[src/rtl/hbp_pkg.sv]
package hbp_pkg;
  typedef struct packed {
    logic cs_n;
    logic rd_n;
    logic wr_n;
    logic ds_n;
    logic rw;
  } pads_t;

  localparam int unsigned PADS_W = $bits(pads_t);

  // only 01 selects the data-strobe style; 10/11 fall back to split strobes
  function automatic logic strobe_style(input logic [1:0] mode);
    return mode == 2'b01;
  endfunction
endpackage

[src/rtl/hbp_sync.sv]
module hbp_sync #(
  parameter int unsigned WIDTH  = 1,
  parameter int unsigned STAGES = 2,
  parameter logic [WIDTH-1:0] RST_VAL = '0
) (
  input  logic             clk_i,
  input  logic             rst_ni,
  input  logic [WIDTH-1:0] d_i,
  output logic [WIDTH-1:0] q_o
);
  logic [WIDTH-1:0] stage_q [STAGES];

  for (genvar s = 0; s < STAGES; s++) begin : g_stage
    always_ff @(posedge clk_i or negedge rst_ni) begin
      if (!rst_ni)     stage_q[s] <= RST_VAL;
      else if (s == 0) stage_q[s] <= d_i;
      else             stage_q[s] <= stage_q[(s == 0) ? 0 : s-1];
    end
  end

  assign q_o = stage_q[STAGES-1];
endmodule

[src/rtl/hbp_decode.sv]
module hbp_decode
  import hbp_pkg::*;
(
  input  pads_t pads_i,
  input  logic  ds_style_i,
  output logic  rd_act_o,
  output logic  wr_act_o
);
  logic sel;

  assign sel = ~pads_i.cs_n;

  always_comb begin
    if (ds_style_i) begin
      rd_act_o = sel & ~pads_i.ds_n &  pads_i.rw;
      wr_act_o = sel & ~pads_i.ds_n & ~pads_i.rw;
    end else begin
      rd_act_o = sel & ~pads_i.rd_n;
      wr_act_o = sel & ~pads_i.wr_n;
    end
  end
endmodule

[src/rtl/hbp_access.sv]
module hbp_access #(
  parameter int unsigned AW = 10,
  parameter int unsigned DW = 8
) (
  input  logic          clk_i,
  input  logic          rst_ni,
  input  logic          rd_act_i,
  input  logic          wr_act_i,
  input  logic [AW-1:0] addr_i,
  input  logic [DW-1:0] wdata_i,
  input  logic [DW-1:0] reg_rdata_i,
  output logic          reg_rd_o,
  output logic          reg_wr_o,
  output logic [AW-1:0] reg_addr_o,
  output logic [DW-1:0] reg_wdata_o,
  output logic [DW-1:0] rdata_o
);
  logic rd_d, wr_d;
  logic rd_rise, wr_fall;

  assign rd_rise = rd_act_i & ~rd_d;
  assign wr_fall = ~wr_act_i & wr_d;

  always_ff @(posedge clk_i or negedge rst_ni) begin
    if (!rst_ni) begin
      rd_d        <= 1'b0;
      wr_d        <= 1'b0;
      reg_rd_o    <= 1'b0;
      reg_wr_o    <= 1'b0;
      reg_addr_o  <= '0;
      reg_wdata_o <= '0;
      rdata_o     <= '0;
    end else begin
      rd_d     <= rd_act_i;
      wr_d     <= wr_act_i;
      reg_rd_o <= rd_rise;
      reg_wr_o <= wr_fall;
      // pads are stable once the synchronized strobe is seen
      if (rd_rise) begin
        reg_addr_o <= addr_i;
      end else if (wr_act_i) begin
        reg_addr_o  <= addr_i;
        reg_wdata_o <= wdata_i;
      end
      if (reg_rd_o) rdata_o <= reg_rdata_i;
    end
  end
endmodule

[src/rtl/host_bus_port.sv]
module host_bus_port
  import hbp_pkg::*;
#(
  parameter int unsigned ADDR_W      = 10,
  parameter int unsigned DATA_W      = 8,
  parameter int unsigned SYNC_STAGES = 2
) (
  input  logic              clk_i,
  input  logic              rst_ni,
  input  logic [1:0]        mode_i,
  input  logic              cs_ni,
  input  logic              rd_ni,
  input  logic              wr_ni,
  input  logic              ds_ni,
  input  logic              rw_i,
  input  logic [ADDR_W-1:0] addr_i,
  input  logic [DATA_W-1:0] wdata_i,
  output logic [DATA_W-1:0] rdata_o,
  output logic              rdata_oe_o,
  output logic              reg_rd_o,
  output logic              reg_wr_o,
  output logic [ADDR_W-1:0] reg_addr_o,
  output logic [DATA_W-1:0] reg_wdata_o,
  input  logic [DATA_W-1:0] reg_rdata_i
);
  localparam logic [PADS_W-1:0] PADS_IDLE = '1;

  pads_t pads_raw, pads_s;
  logic [PADS_W-1:0] sync_q;
  logic ds_style;
  logic pad_rd, pad_wr, s_rd, s_wr;

  assign ds_style = strobe_style(mode_i);

  always_comb begin
    pads_raw.cs_n = cs_ni;
    pads_raw.rd_n = rd_ni;
    pads_raw.wr_n = wr_ni;
    pads_raw.ds_n = ds_ni;
    pads_raw.rw   = rw_i;
  end

  hbp_sync #(
    .WIDTH   (PADS_W),
    .STAGES  (SYNC_STAGES),
    .RST_VAL (PADS_IDLE)
  ) u_sync (
    .clk_i  (clk_i),
    .rst_ni (rst_ni),
    .d_i    (pads_raw),
    .q_o    (sync_q)
  );

  assign pads_s = pads_t'(sync_q);

  // pad-level decode drives the bus enable without clock latency
  hbp_decode u_dec_pad (
    .pads_i     (pads_raw),
    .ds_style_i (ds_style),
    .rd_act_o   (pad_rd),
    .wr_act_o   (pad_wr)
  );

  hbp_decode u_dec_sync (
    .pads_i     (pads_s),
    .ds_style_i (ds_style),
    .rd_act_o   (s_rd),
    .wr_act_o   (s_wr)
  );

  assign rdata_oe_o = pad_rd & ~pad_wr;

  hbp_access #(
    .AW (ADDR_W),
    .DW (DATA_W)
  ) u_access (
    .clk_i       (clk_i),
    .rst_ni      (rst_ni),
    .rd_act_i    (s_rd),
    .wr_act_i    (s_wr),
    .addr_i      (addr_i),
    .wdata_i     (wdata_i),
    .reg_rdata_i (reg_rdata_i),
    .reg_rd_o    (reg_rd_o),
    .reg_wr_o    (reg_wr_o),
    .reg_addr_o  (reg_addr_o),
    .reg_wdata_o (reg_wdata_o),
    .rdata_o     (rdata_o)
  );
endmodule

[config.mk]
export PLATFORM = sky130hd
export DESIGN_NAME = host_bus_port
export DESIGN_NICKNAME = d
export VERILOG_FILES = /design/src/rtl/hbp_pkg.sv /design/src/rtl/hbp_sync.sv /design/src/rtl/hbp_decode.sv /design/src/rtl/hbp_access.sv /design/src/rtl/host_bus_port.sv
export SDC_FILE = /design/constraint.sdc
export NUM_CORES = 1
export LEC_CHECK = 0
export ABC_AREA = 1
export BUFFER_PORTS_ARGS = -buffer_cell sky130_fd_sc_hd__buf_2
export CAP_MARGIN = 40
export CORE_UTILIZATION = 45
export DETAILED_ROUTE_END_ITERATION = 7
export PLACE_DENSITY = 0.76
export SYNTH_ARGS = -nofsm -noshare
export SYNTH_HDL_FRONTEND = slang
export SYNTH_SLANG_ARGS = --single-unit
[constraint.sdc]
create_clock -name clk_i -period 1.6 [get_ports clk_i]
set_input_delay 0 -clock clk_i [delete_from_list [all_inputs] [get_ports clk_i]]
set_output_delay 0 -clock clk_i [all_outputs]
set_load 0.02 [all_outputs]
==> metrics.md, run 1 <==
| Metric | Value |
|---|---|
| H-tree levels | 2 |
| Final setup violation count | 0 |
| Width of the chip | 59.7 um |
| Commonest non-fill, non-tap cell in the layout | buf_2 |
| Synthesized Nets | 169 |
| Worst Path Class, Setup | reg -> reg |
| Unrepaired setup endpoints after global routing | no |
| Actual slew at the worst max-slew pin | 839 ps |
| DRT iter0 DRCs | 42 |
| Area share of and/or/nand/nor cells after synthesis | 21.1% |
| Commonest cells after routing, fill and taps aside | 63 x buf_2, 40 x nand2_1, 33 x dlygate4sd3_1 |
| Die Y | 59.7 um |
| Post-CTS setup buffer count | 0 |
| Largest cells by area after synthesis | dfrtp_1 50%, dfstp_2 18%, nand2_1 10%, nand3_1 6.7%, mux2_2 6.0% |
| Mux contribution to synthesized area | 6.02% |
| Worst hold path depth | 5 |
| Area grow syn2layout | 49.1% |
| Reg2Reg Depth | 7 |
| Clk sink count | 40 |
| Final period util | 89.9% |
| First-pass GRT wire length | 5.32 mm |
| Total power | 2.34 mW |
| Via-to-Cell Ratio | 4.52 |
| Worst-path fanout max | 13 |
| Post-Synth XOR/XNOR Area | 0% |
| # DRC | 0 |
| Yosys reg bits | 40 |
| CP Data Arrival Time | 1680 ps |
| CP Data Required Time | 1840 ps |
| Outcome | finished, final reports clean |
| Max Freq | 695 MHz |
| N_diodes | 0 |
| Via count | 1262 |
| Routing usage on met2 | 37.8% |
| Leakage | 1.18 nW |
| Dpl hpwl | 1.99 mm |
| Clock buffer depth | 2 |
| Post-route antenna net violation count | 0 |
| M1 GR Usage | 21.6% |
| Most Crowded Layer GR | met2 |
| GR Layer Usage met3 | 8.23% |
| DRT Pass-1 Iters | 4 |
| GP Congestion | 0.684 |
| Endpoints failing hold | 0 |
| CP endpoint kind | flop |
| Setup TNS | 0 ps |
| # rows | 20 |
| Worst vdd ir | 741 uV |
| Initial antenna violation count | 0 |
| Rel. slew slack | 44.1% |
| Number of library cell types mapped by synthesis | 17 |
| Largest net degree at the start of global routing | 41 |
| Largest area contributor in the netlist | dfrtp_1 |
| Max cap viols | 0 |
| Yosys Warn Count | 0 |
| PortBufs | 63 |
| Initial Util | 48.2% |
| Compound-Gate Fraction of Synth Area | 0.669% |
| Synthesized instance count | 134 |
| Die area | 3560 um2 |
| Total grt overflow | 0 |
| Main combinational cell family by area after synthesis | simple AND/OR/NAND/NOR gates |
| Seq/Total Area, Yosys | 67.7% |
| Max Transition Viols Final | 0 |
| Layout Nets | 269 |
| Crit start category | flop |
| WL per Instance | 11.9 um |
| CTS tree | yes |
| IO Pins | 64 |
| Skew-Pair Late Insertion Delay | 340 ps |
| Synth Area in Adders | 0% |
| Root buf cell | clkbuf_4 |
| Vias in the first global route | 1307 |
| Pwr per Cell Area | 1050 nW/um2 |
| Routed WL | 3.32 mm |
| Synth top area share | 50.2% |
| Layout cells sized above 1 | 40.4% |
| Fin crit period | 1440 ps |
| Tightest Hold Check Type | in -> reg |
| Core Region | 3100 um2 |
| Clock Pin Slew Worst Setup and Hold Paths | 110 ps |
| Total track usage | 20.8% |
| Clock buffer count from CTS | 5 |
| Syn_area_per_cell | 11.2 um2 |
| Post-Syn Area | 1500 um2 |
| Max Clock Skew | 11.2 ps |
where the power goes:
group / switching (mW) / internal [mW] / leakage [nW]
registers: 0.0766 / 1.17 / 0.473
logic: 0.367 / 0.267 / 0.675
clock network: 0.295 / 0.171 / 0.0293
final timing paths:
| path | startpoint | end | slack (ps) |
|---|---|---|---|
| max in group asynchronous | rst_ni | u_access.reg_addr_o[5] | 780 |
| hold reg to reg | u_sync.stage_q[6] | u_sync.q_o[1] | 350 |
| hold / removal | mode_i[0] | u_access.rd_d | 10 |
| setup reg to reg | u_sync.q_o[4] | u_access.reg_wdata_o[0] | 160 |
| setup / recovery | u_sync.q_o[4] | u_access.reg_wdata_o[0] | 160 |
| min in group asynchronous | rst_ni | u_access.rdata_o[1] | 290 |
metal layers:
metal,part of all wire (%),wire (um)
met4,1.6,54
met3,7.2,238
met5,0,0
met2,52,1740
met1,39,1290
final cells by class:
cell class,instances,area [um2]
Clock inverter,1,5.00
Multi-Input combinational cell,80,418
Fill cell,242,872
Inverter,9,33.8
Timing Repair Buffer,98,661
Tap cell,44,55.1
Sequential cell,40,1010
Clock buffer,7,45.0
kinds of logic after synthesis:
kind of cell	Yosys count
mux	8
simple gates	70
flops	40
compound gates	2
buf+inv	14
through the flow:
stage,cells,util (%),hold slack (ps),cell area [um2],worst slack (ps)
2_1_floorplan,134,-,-296,1500,428
3_3_place_gp,238,59.6,116,1850,161
3_5_place_dp,238,59.6,118,1850,79.6
4_1_cts,279,71.8,3.86,2230,65.7
5_1_grt,279,71.9,2.46,2230,50.9
6_report,279,71.9,14.6,2230,161
repair_timing:
item                                   CTS  global route
gates resized for setup                  0             1
setup endpoints to repair                0             8
hold buffers                            33             0
endpoints found under the hold margin   62             0
state kept, by name (all words and copies together) (netlist names):
signal and flops:
u_access.reg_addr_o 10, u_access.reg_wdata_o 8, u_access.reg_wr_o 1, u_sync.stage_q 5, u_access.reg_rd_o 1, u_access.rdata_o 8, u_sync.q_o 5, u_access.wr_d 1
u_access.rd_d 1
cells in the mapped netlist (all sizes together):
master  instances
dfrtp          30
nand2          44
nor2            5
nand3          20
nor3b           1
dfstp          10
o21ai           1
buf             5
a21oi           1
mux2            8
inv             9
worst max-delay path, stage by stage, from the launching register on:
cell	delay (ps)
dfstp_2	550
nor2_1	50
nand3_1	90
nand2_2	60
nand2_2	250
nand2_2	190
nand2_1	100
nand2_1	50
(Power assumes the default switching activity.)
==> run 2, diff against run 1 <==
- BUFFER_PORTS_ARGS: -buffer_cell sky130_fd_sc_hd__buf_2 -> default
- CORE_ASPECT_RATIO: default -> 0.8
- DONT_BUFFER_PORTS: default -> 1
- PLACE_DENSITY: 0.76 -> default
- SKIP_CTS_REPAIR_TIMING: default -> 1
==> run 2 against run 1 <==
  * Clock power up 52%
  * Non-clock buffer count decreased by 61
  * Count of clock-buffer cells in the layout did not move
  * Wire length decreased by 16%
  * Worst hold slack improved by 70 ps
  * Register-to-register slack better by 40 ps
  * Highest routed layer unchanged
  * Global-route usage is 5.6 points lower
  * Cell area down 10%
  * Largest power group unchanged
  * Critical path depth decreased by 3
==> metrics.md, run 2 (synthesized netlist as in run 1, its figures left out) <==
| Metric | Value |
|---|---|
| Layout Nets | 208 (was 269) |
| Clock buffer count from CTS | 5 (unchanged) |
| # DRC | 0 (unchanged) |
| Worst vdd ir | 641 uV (was 741 uV) |
| Initial Util | 47.8% (was 48.2%) |
| Comb pwr share | 12.0% (was 27.0%) |
| Switching Share | 29.2% (was 31.5%) |
| DRT Pass-1 Iters | 4 (unchanged) |
| Endpoints failing hold | 0 (unchanged) |
| Max Clock Skew | 3.95 ps (was 11.2 ps) |
| DRT iter0 DRCs | 55 (was 42) |
| Post-route antenna net violation count | 0 (unchanged) |
| H-tree levels | 2 (unchanged) |
| Psw | 713 uW (was 738 uW) |
| Max Freq | 716 MHz (was 695 MHz) |
| Die Y | 53.6 um (was 59.7 um) |
| Unrepaired setup endpoints after global routing | no (unchanged) |
| Max cap viols | 0 (unchanged) |
| Crit start category | flop (unchanged) |
| CP Data Required Time | 1760 ps (was 1840 ps) |
| IO Pins | 64 (unchanged) |
| Total track usage | 15.2% (was 20.8%) |
| GP Congestion | 0.619 (was 0.684) |
| Clock Pin Slew Worst Setup and Hold Paths | 70 ps (was 110 ps) |
| Worst hold slack | 84.6 ps (was 14.6 ps) |
| Largest Register | u_access.reg_addr_o (unchanged) |
| Initial antenna violation count | 0 (unchanged) |
| Area grow syn2layout | 33.9% (was 49.1%) |
| Pwr per Cell Area | 1220 nW/um2 (was 1050 nW/um2) |
| WL per Instance | 13.0 um (was 11.9 um) |
| Core Region | 3130 um2 (was 3100 um2) |
| CTS tree | yes (unchanged) |
| Root buf cell | clkbuf_8 (was clkbuf_4) |
| Final period util | 87.3% (was 89.9%) |
| Final setup violation count | 0 (unchanged) |
| Leakage | 0.963 nW (was 1.18 nW) |
| Max Transition Viols Final | 0 (unchanged) |
| Layout cells sized above 1 | 19.0% (was 40.4%) |
| Die area | 3560 um2 (about the same) |
| Biggest regs | u_access.reg_addr_o x10, u_access.rdata_o x8, u_access.reg_wdata_o x8 (unchanged) |
| Pre-CTS setup slack | 297 ps (was 79.6 ps) |
| Outcome | finished, final reports clean (unchanged) |
| Clock buffer depth | 2 (unchanged) |
| CP endpoint kind | flop (unchanged) |
| Actual slew at the worst max-slew pin | 654 ps (was 839 ps) |
| Clk sink count | 40 (unchanged) |
| Sequential Power Share | 59.0% (was 53.1%) |
| PortBufs | 0 (was 63) |
| Fin crit period | 1400 ps (was 1440 ps) |
| Rel. slew slack | 56.3% (was 44.1%) |
| Setup TNS | 0 ps (unchanged) |
| Width of the chip | 66.5 um (was 59.7 um) |
| Vias in the first global route | 883 (was 1307) |
| # rows | 18 (was 20) |
| Commonest non-fill, non-tap cell in the layout | nand2_1 (was buf_2) |
| Worst Path Class, Setup | reg -> reg (unchanged) |
| Skew-Pair Late Insertion Delay | 280 ps (was 340 ps) |
| Final design utilization | 64.0% (was 71.9%) |
| Tightest Hold Check Type | in -> out (was in -> reg) |
| Via-to-Cell Ratio | 4.95 (was 4.52) |
| N_diodes | 0 (unchanged) |
| CP Data Arrival Time | 1560 ps (was 1680 ps) |
| Total grt overflow | 0 (unchanged) |
| Dpl hpwl | 1.76 mm (was 1.99 mm) |
| First-pass GRT wire length | 3.80 mm (was 5.32 mm) |
| Largest net degree at the start of global routing | 41 (unchanged) |
| Largest register FFs | 10 (unchanged) |
| Routed WL | 2.77 mm (was 3.32 mm) |
| P_int | 1.73 mW (was 1.61 mW) |
| Via count | 1060 (was 1262) |
| Clock power share | 29.0% (was 19.9%) |
| Worst-path fanout max | 3 (was 13) |
| Commonest cells after routing, fill and taps aside | 41 x nand2_1, 34 x dlygate4sd3_1, 30 x dfrtp_1 (was 63 x buf_2, 40 x nand2_1, 33 x dlygate4sd3_1) |
| Min setup slack post-route | 204 ps (was 161 ps) |
==> run 2: path summary, 6_finish.rpt <==
path | cells past startpoint | startpoint | end | slack, ps
hold / removal | 1 | cs_ni | rdata_oe_o | 80
setup reg to reg | 4 | u_sync.q_o[4] | u_access.rd_d | 200
max in group asynchronous | 2 | rst_ni | u_sync.stage_q[8] | 1180
setup / recovery | 4 | u_sync.q_o[4] | u_access.rd_d | 200
min in group asynchronous | 2 | rst_ni | u_access.rdata_o[5] | 170
hold reg to reg | 0 | u_sync.stage_q[7] | u_sync.q_o[2] | 360
==> run 2: critical path: stages (launching register included) <==
cell           delay, ps
dfstp_2              540
nor2_1                50
nand3_1               90
nand2_2               60
dlygate4sd3_1        550
==> run 2: final cells by class <==
class                      count  area, um2
tap                           40       50.0
clock buffer                   7       97.6
inverter                       9       33.8
multi-input combinational     80        415
fill                         236       1130
timing repair buffer          37        388
clock inverter                 1       5.00
sequential                    40       1010
==> run 2: routing by layer <==
| layer | share of wire (%) | GRT usage (%) | wire length (um) |
|---|---|---|---|
| met1 | 43 | 17.7 | 1190 |
| met2 | 50 | 24.7 | 1390 |
| met3 | 6.3 | 7.63 | 176 |
| met4 | 0.47 | 5.32 | 13 |
| met5 | 0 | 0 | 0 |
==> run 2: per-stage QoR <==
stage               cells  total power [mW]  area, um2
global route          214              2.58       2000
floorplan             134              1.60       1500
finish                214              2.44       2000
detailed placement    171              1.66       1540
global placement      171              1.64       1540
CTS                   179              2.38       1640
==> run 2: power by group through the flow <==
stage / Combinational (mW) / Sequential, mW / Clock, mW
after floorplan: 0.176 / 1.42 / 0
after global placement: 0.192 / 1.45 / 0
after detailed placement: 0.204 / 1.46 / 0
after CTS: 0.204 / 1.44 / 0.738
after global routing: 0.335 / 1.46 / 0.782
final: 0.293 / 1.44 / 0.708
==> run 3, diff against run 2 <==
- CELL_PAD_IN_SITES_DETAIL_PLACEMENT: default -> 0
- CELL_PAD_IN_SITES_GLOBAL_PLACEMENT: default -> 2
- CORE_UTILIZATION: 45 -> 35
- PLACE_DENSITY_LB_ADDON: default -> 0.1
- SKIP_CTS_REPAIR_TIMING: 1 -> default
- SYNTH_HIERARCHICAL: default -> 1
==> run 3 against run 2 <==
  * Global-route usage is 0.87 points lower
  * Synthesized cell count is 24% higher
  * Wire length up 13%
  * Non-clock buffer count shrank 1
  * Worst hold slack worse by 78 ps
  * Sequential share of layout area shrank 0.96 points
  * Count of clock-buffer cells in the layout rose by 1
  * Utilization shrank 16 points
  * Flip-flop and latch count unchanged
==> metrics.md, run 3 <==
| Metric | Value |
|---|---|
| Outcome | finished, final reports clean (unchanged) |
| Max Clock Skew | 5.66 ps (was 3.95 ps) |
| Final period util | 84.0% (was 87.3%) |
| GP Congestion | 0.730 (was 0.619) |
| CP endpoint kind | flop (unchanged) |
| WL per Instance | 12.2 um (was 13.0 um) |
| Post-route antenna net violation count | 0 (unchanged) |
| Worst-path fanout max | 10 (was 3) |
| DRT Pass-1 Iters | 3 (was 4) |
| Vias in the first global route | 1241 (was 883) |
| Endpoints failing hold | 0 (unchanged) |
| CP startpoint | u_sync/q_o[0] (was u_sync.q_o[4]) |
| Worst vdd ir | 554 uV (was 641 uV) |
| Die Y | 62.2 um (was 53.6 um) |
| Synthesized instance count | 166 (was 134) |
| Top sig layer | met4 (unchanged) |
| Synth top area share | 47.3% (was 50.2%) |
| Crit start category | flop (unchanged) |
| Met3 WL post-DR | 268 um (was 176 um) |
| Largest area contributor in the netlist | dfrtp_1 (unchanged) |
| N_diodes | 0 (unchanged) |
| Setup TNS | 0 ps (unchanged) |
| Area grow syn2layout | 28.7% (was 33.9%) |
| Synthesized Nets | 201 (was 169) |
| Yosys Warn Count | 6 (was 0) |
| Rel. slew slack | 58.9% (was 56.3%) |
| Max Freq | 744 MHz (was 716 MHz) |
| Clock buffer depth | 2 (unchanged) |
| Commonest non-fill, non-tap cell in the layout | nand2_1 (unchanged) |
| Clock Pin Slew Worst Setup and Hold Paths | 70 ps (about the same) |
| Clk sink count | 40 (unchanged) |
| Die area | 4810 um2 (was 3560 um2) |
| Largest Register | u_access/reg_addr_o (was u_access.reg_addr_o) |
| Syn_area_per_cell | 9.56 um2 (was 11.2 um2) |
| CTS tree | yes (unchanged) |
| Dpl hpwl | 1.93 mm (was 1.76 mm) |
| Seq/Total Area, Yosys | 63.9% (was 67.7%) |
| Initial Util | 37.3% (was 47.8%) |
| Number of flops mapped to enable cells by yosys | 0 (unchanged) |
| PortBufs | 0 (unchanged) |
| Max cap viols | 0 (unchanged) |
| Commonest cells post-synth | 58 x nand2_1, 30 x dfrtp_1, 18 x nand3_1 (was 41 x nand2_1, 30 x dfrtp_1, 20 x nand3_1) |
| Hold Crit Start | mode_i[1] (was cs_ni) |
| Total track usage | 14.4% (was 15.2%) |
| Largest net degree at the start of global routing | 41 (unchanged) |
| CP Data Required Time | 1760 ps (about the same) |
| Initial antenna violation count | 0 (unchanged) |
| Layout Nets | 234 (was 208) |
| Worst Path Class, Setup | reg -> reg (unchanged) |
| Layout cells sized above 1 | 13.5% (was 19.0%) |
| Count leader, synth | nand2_1 (unchanged) |
| Largest cells by area after synthesis | dfrtp_1 47%, dfstp_2 17%, nand2_1 14%, nand3_1 5.7%, buf_4 4.3% (was dfrtp_1 50%, dfstp_2 18%, nand2_1 10%, nand3_1 6.7%, mux2_2 6.0%) |
| Most common flop cell mapped by yosys | dfrtp_1 (unchanged) |
| Pwr per Cell Area | 1180 nW/um2 (was 1220 nW/um2) |
| Actual slew at the worst max-slew pin | 617 ps (was 654 ps) |
| Largest register FFs | 10 (unchanged) |
| DRT met1 WL | 1.25 mm (was 1.19 mm) |
| Commonest cells after routing, fill and taps aside | 58 x nand2_1, 32 x dlygate4sd3_1, 30 x dfrtp_1 (was 41 x nand2_1, 34 x dlygate4sd3_1, 30 x dfrtp_1) |
| IO Pins | 64 (unchanged) |
| Number of library cell types mapped by synthesis | 13 (was 17) |
| Final setup violation count | 0 (unchanged) |
| Final design utilization | 48.0% (was 64.0%) |
| Core Region | 4260 um2 (was 3130 um2) |
| Tightest Hold Check Type | in -> reg (was in -> out) |
| Skew-Pair Late Insertion Delay | 280 ps (about the same) |
| Post-Syn Area | 1590 um2 (was 1500 um2) |
| Fin crit period | 1340 ps (was 1400 ps) |
| Unrepaired setup endpoints after global routing | no (unchanged) |
| Filler cells | 415 (was 236) |
| Total power | 2.41 mW (was 2.44 mW) |
| CP Data Arrival Time | 1510 ps (was 1560 ps) |
| Reg2reg start | u_sync/q_o[0] (was u_sync.q_o[4]) |
| Clock buffer count from CTS | 5 (unchanged) |
| Met2 wire length | 1.57 mm (was 1.39 mm) |
| Leakage | 1.01 nW (was 0.963 nW) |
| # DRC | 0 (unchanged) |
| Routed WL | 3.15 mm (was 2.77 mm) |
| Async SR Flop Fraction | 100% (unchanged) |
| DRT iter0 DRCs | 44 (was 55) |
| Via count | 1148 (was 1060) |
| Yosys reg bits | 40 (unchanged) |
| Via-to-Cell Ratio | 4.47 (was 4.95) |
| Width of the chip | 77.3 um (was 66.5 um) |
| Biggest regs | u_access/reg_addr_o x10, u_access/rdata_o x8, u_access/reg_wdata_o x8 (was u_access.reg_addr_o x10, u_access.rdata_o x8, u_access.reg_wdata_o x8) |
| First-pass GRT wire length | 5.29 mm (was 3.80 mm) |
| # rows | 21 (was 18) |
| Root buf cell | clkbuf_8 (unchanged) |
| Max Transition Viols Final | 0 (unchanged) |
| Total grt overflow | 0 (unchanged) |
| H-tree levels | 2 (unchanged) |
[run 3: cell count changes in the layout (fill, tap and decap cells not counted), sizes merged, moves of 2 or more]
cell,before,now
dlygate4sd3,34,32
nor2,5,11
nand3,20,18
nand2,44,61
o21ai,1,8
inv,9,18
mux2,8,0
[run 3: logic make-up after synthesis]
logic type / Yosys count / share of synthesized area (%)
AO/OA/AOI/OAI: 8 / 2.52
buffers and inverters: 28 / 9.23
flip-flops: 40 / 63.9
AND/OR/NAND/NOR: 90 / 24.4
[run 3: worst paths after layout]
| check | cells after the start | slack [ps] | end |
|---|---|---|---|
| setup reg to reg | 8 | 260 | u_access/reg_addr_o[2] |
| setup / recovery | 8 | 260 | u_access/reg_addr_o[2] |
| hold / removal | 5 | 7 | u_access/rd_d |
| max in group asynchronous | 2 | 1160 | u_sync/q_o[3] |
| min in group asynchronous | 2 | 180 | u_access/rdata_o[7] |
| hold reg to reg | 0 | 360 | u_sync/q_o[1] |
[run 3: per-stage QoR]
stage	hold WS (ps)	cell area, um2	setup WS, ps	cells
CTS	3.00	2040	245	257
global route	26.4	2040	138	257
global placement	-295	1600	307	216
detailed placement	-295	1600	257	216
floorplan	-296	1590	347	166
finish	6.95	2040	257	257
[run 3: cell type report]
class,count,area (um2),area share (%)
flip-flops and latches,40,1010,49.6
well taps,57,71.3,3.49
multi-input cells,98,427,20.9
clock buffers,8,100,4.90
repair buffers,36,363,17.8
inverters,18,67.6,3.31
[run 3: power breakdown]
group          switching [mW]  internal (mW)  total, mW
clock network           0.311          0.393      0.704
registers               0.262           1.16       1.43
logic                   0.150          0.133      0.283
total                   0.723           1.69       2.41
[run 3: metal layers]
metal	GRT usage (%)	vias up
li1	-	565
met1	15.0	521
met2	25.0	54
met3	5.74	8
met4	6.84	0
met5	0	-
[run 3: what timing repair did]
item	CTS	global route
hold endpoints to repair	71	0
hold buffers	33	0
buffers inserted	0	0
gates resized for setup	0	0
setup endpoints to repair	0	0
[run 3: critical path: stages (launching register included)]
cell and delay [ps]:
dfstp_2 530, nand2_1 40, inv_1 50, nand2_1 40, nand2_1 80, nand2_2 140, buf_4 210, nand3_1 80
nand2_1 70
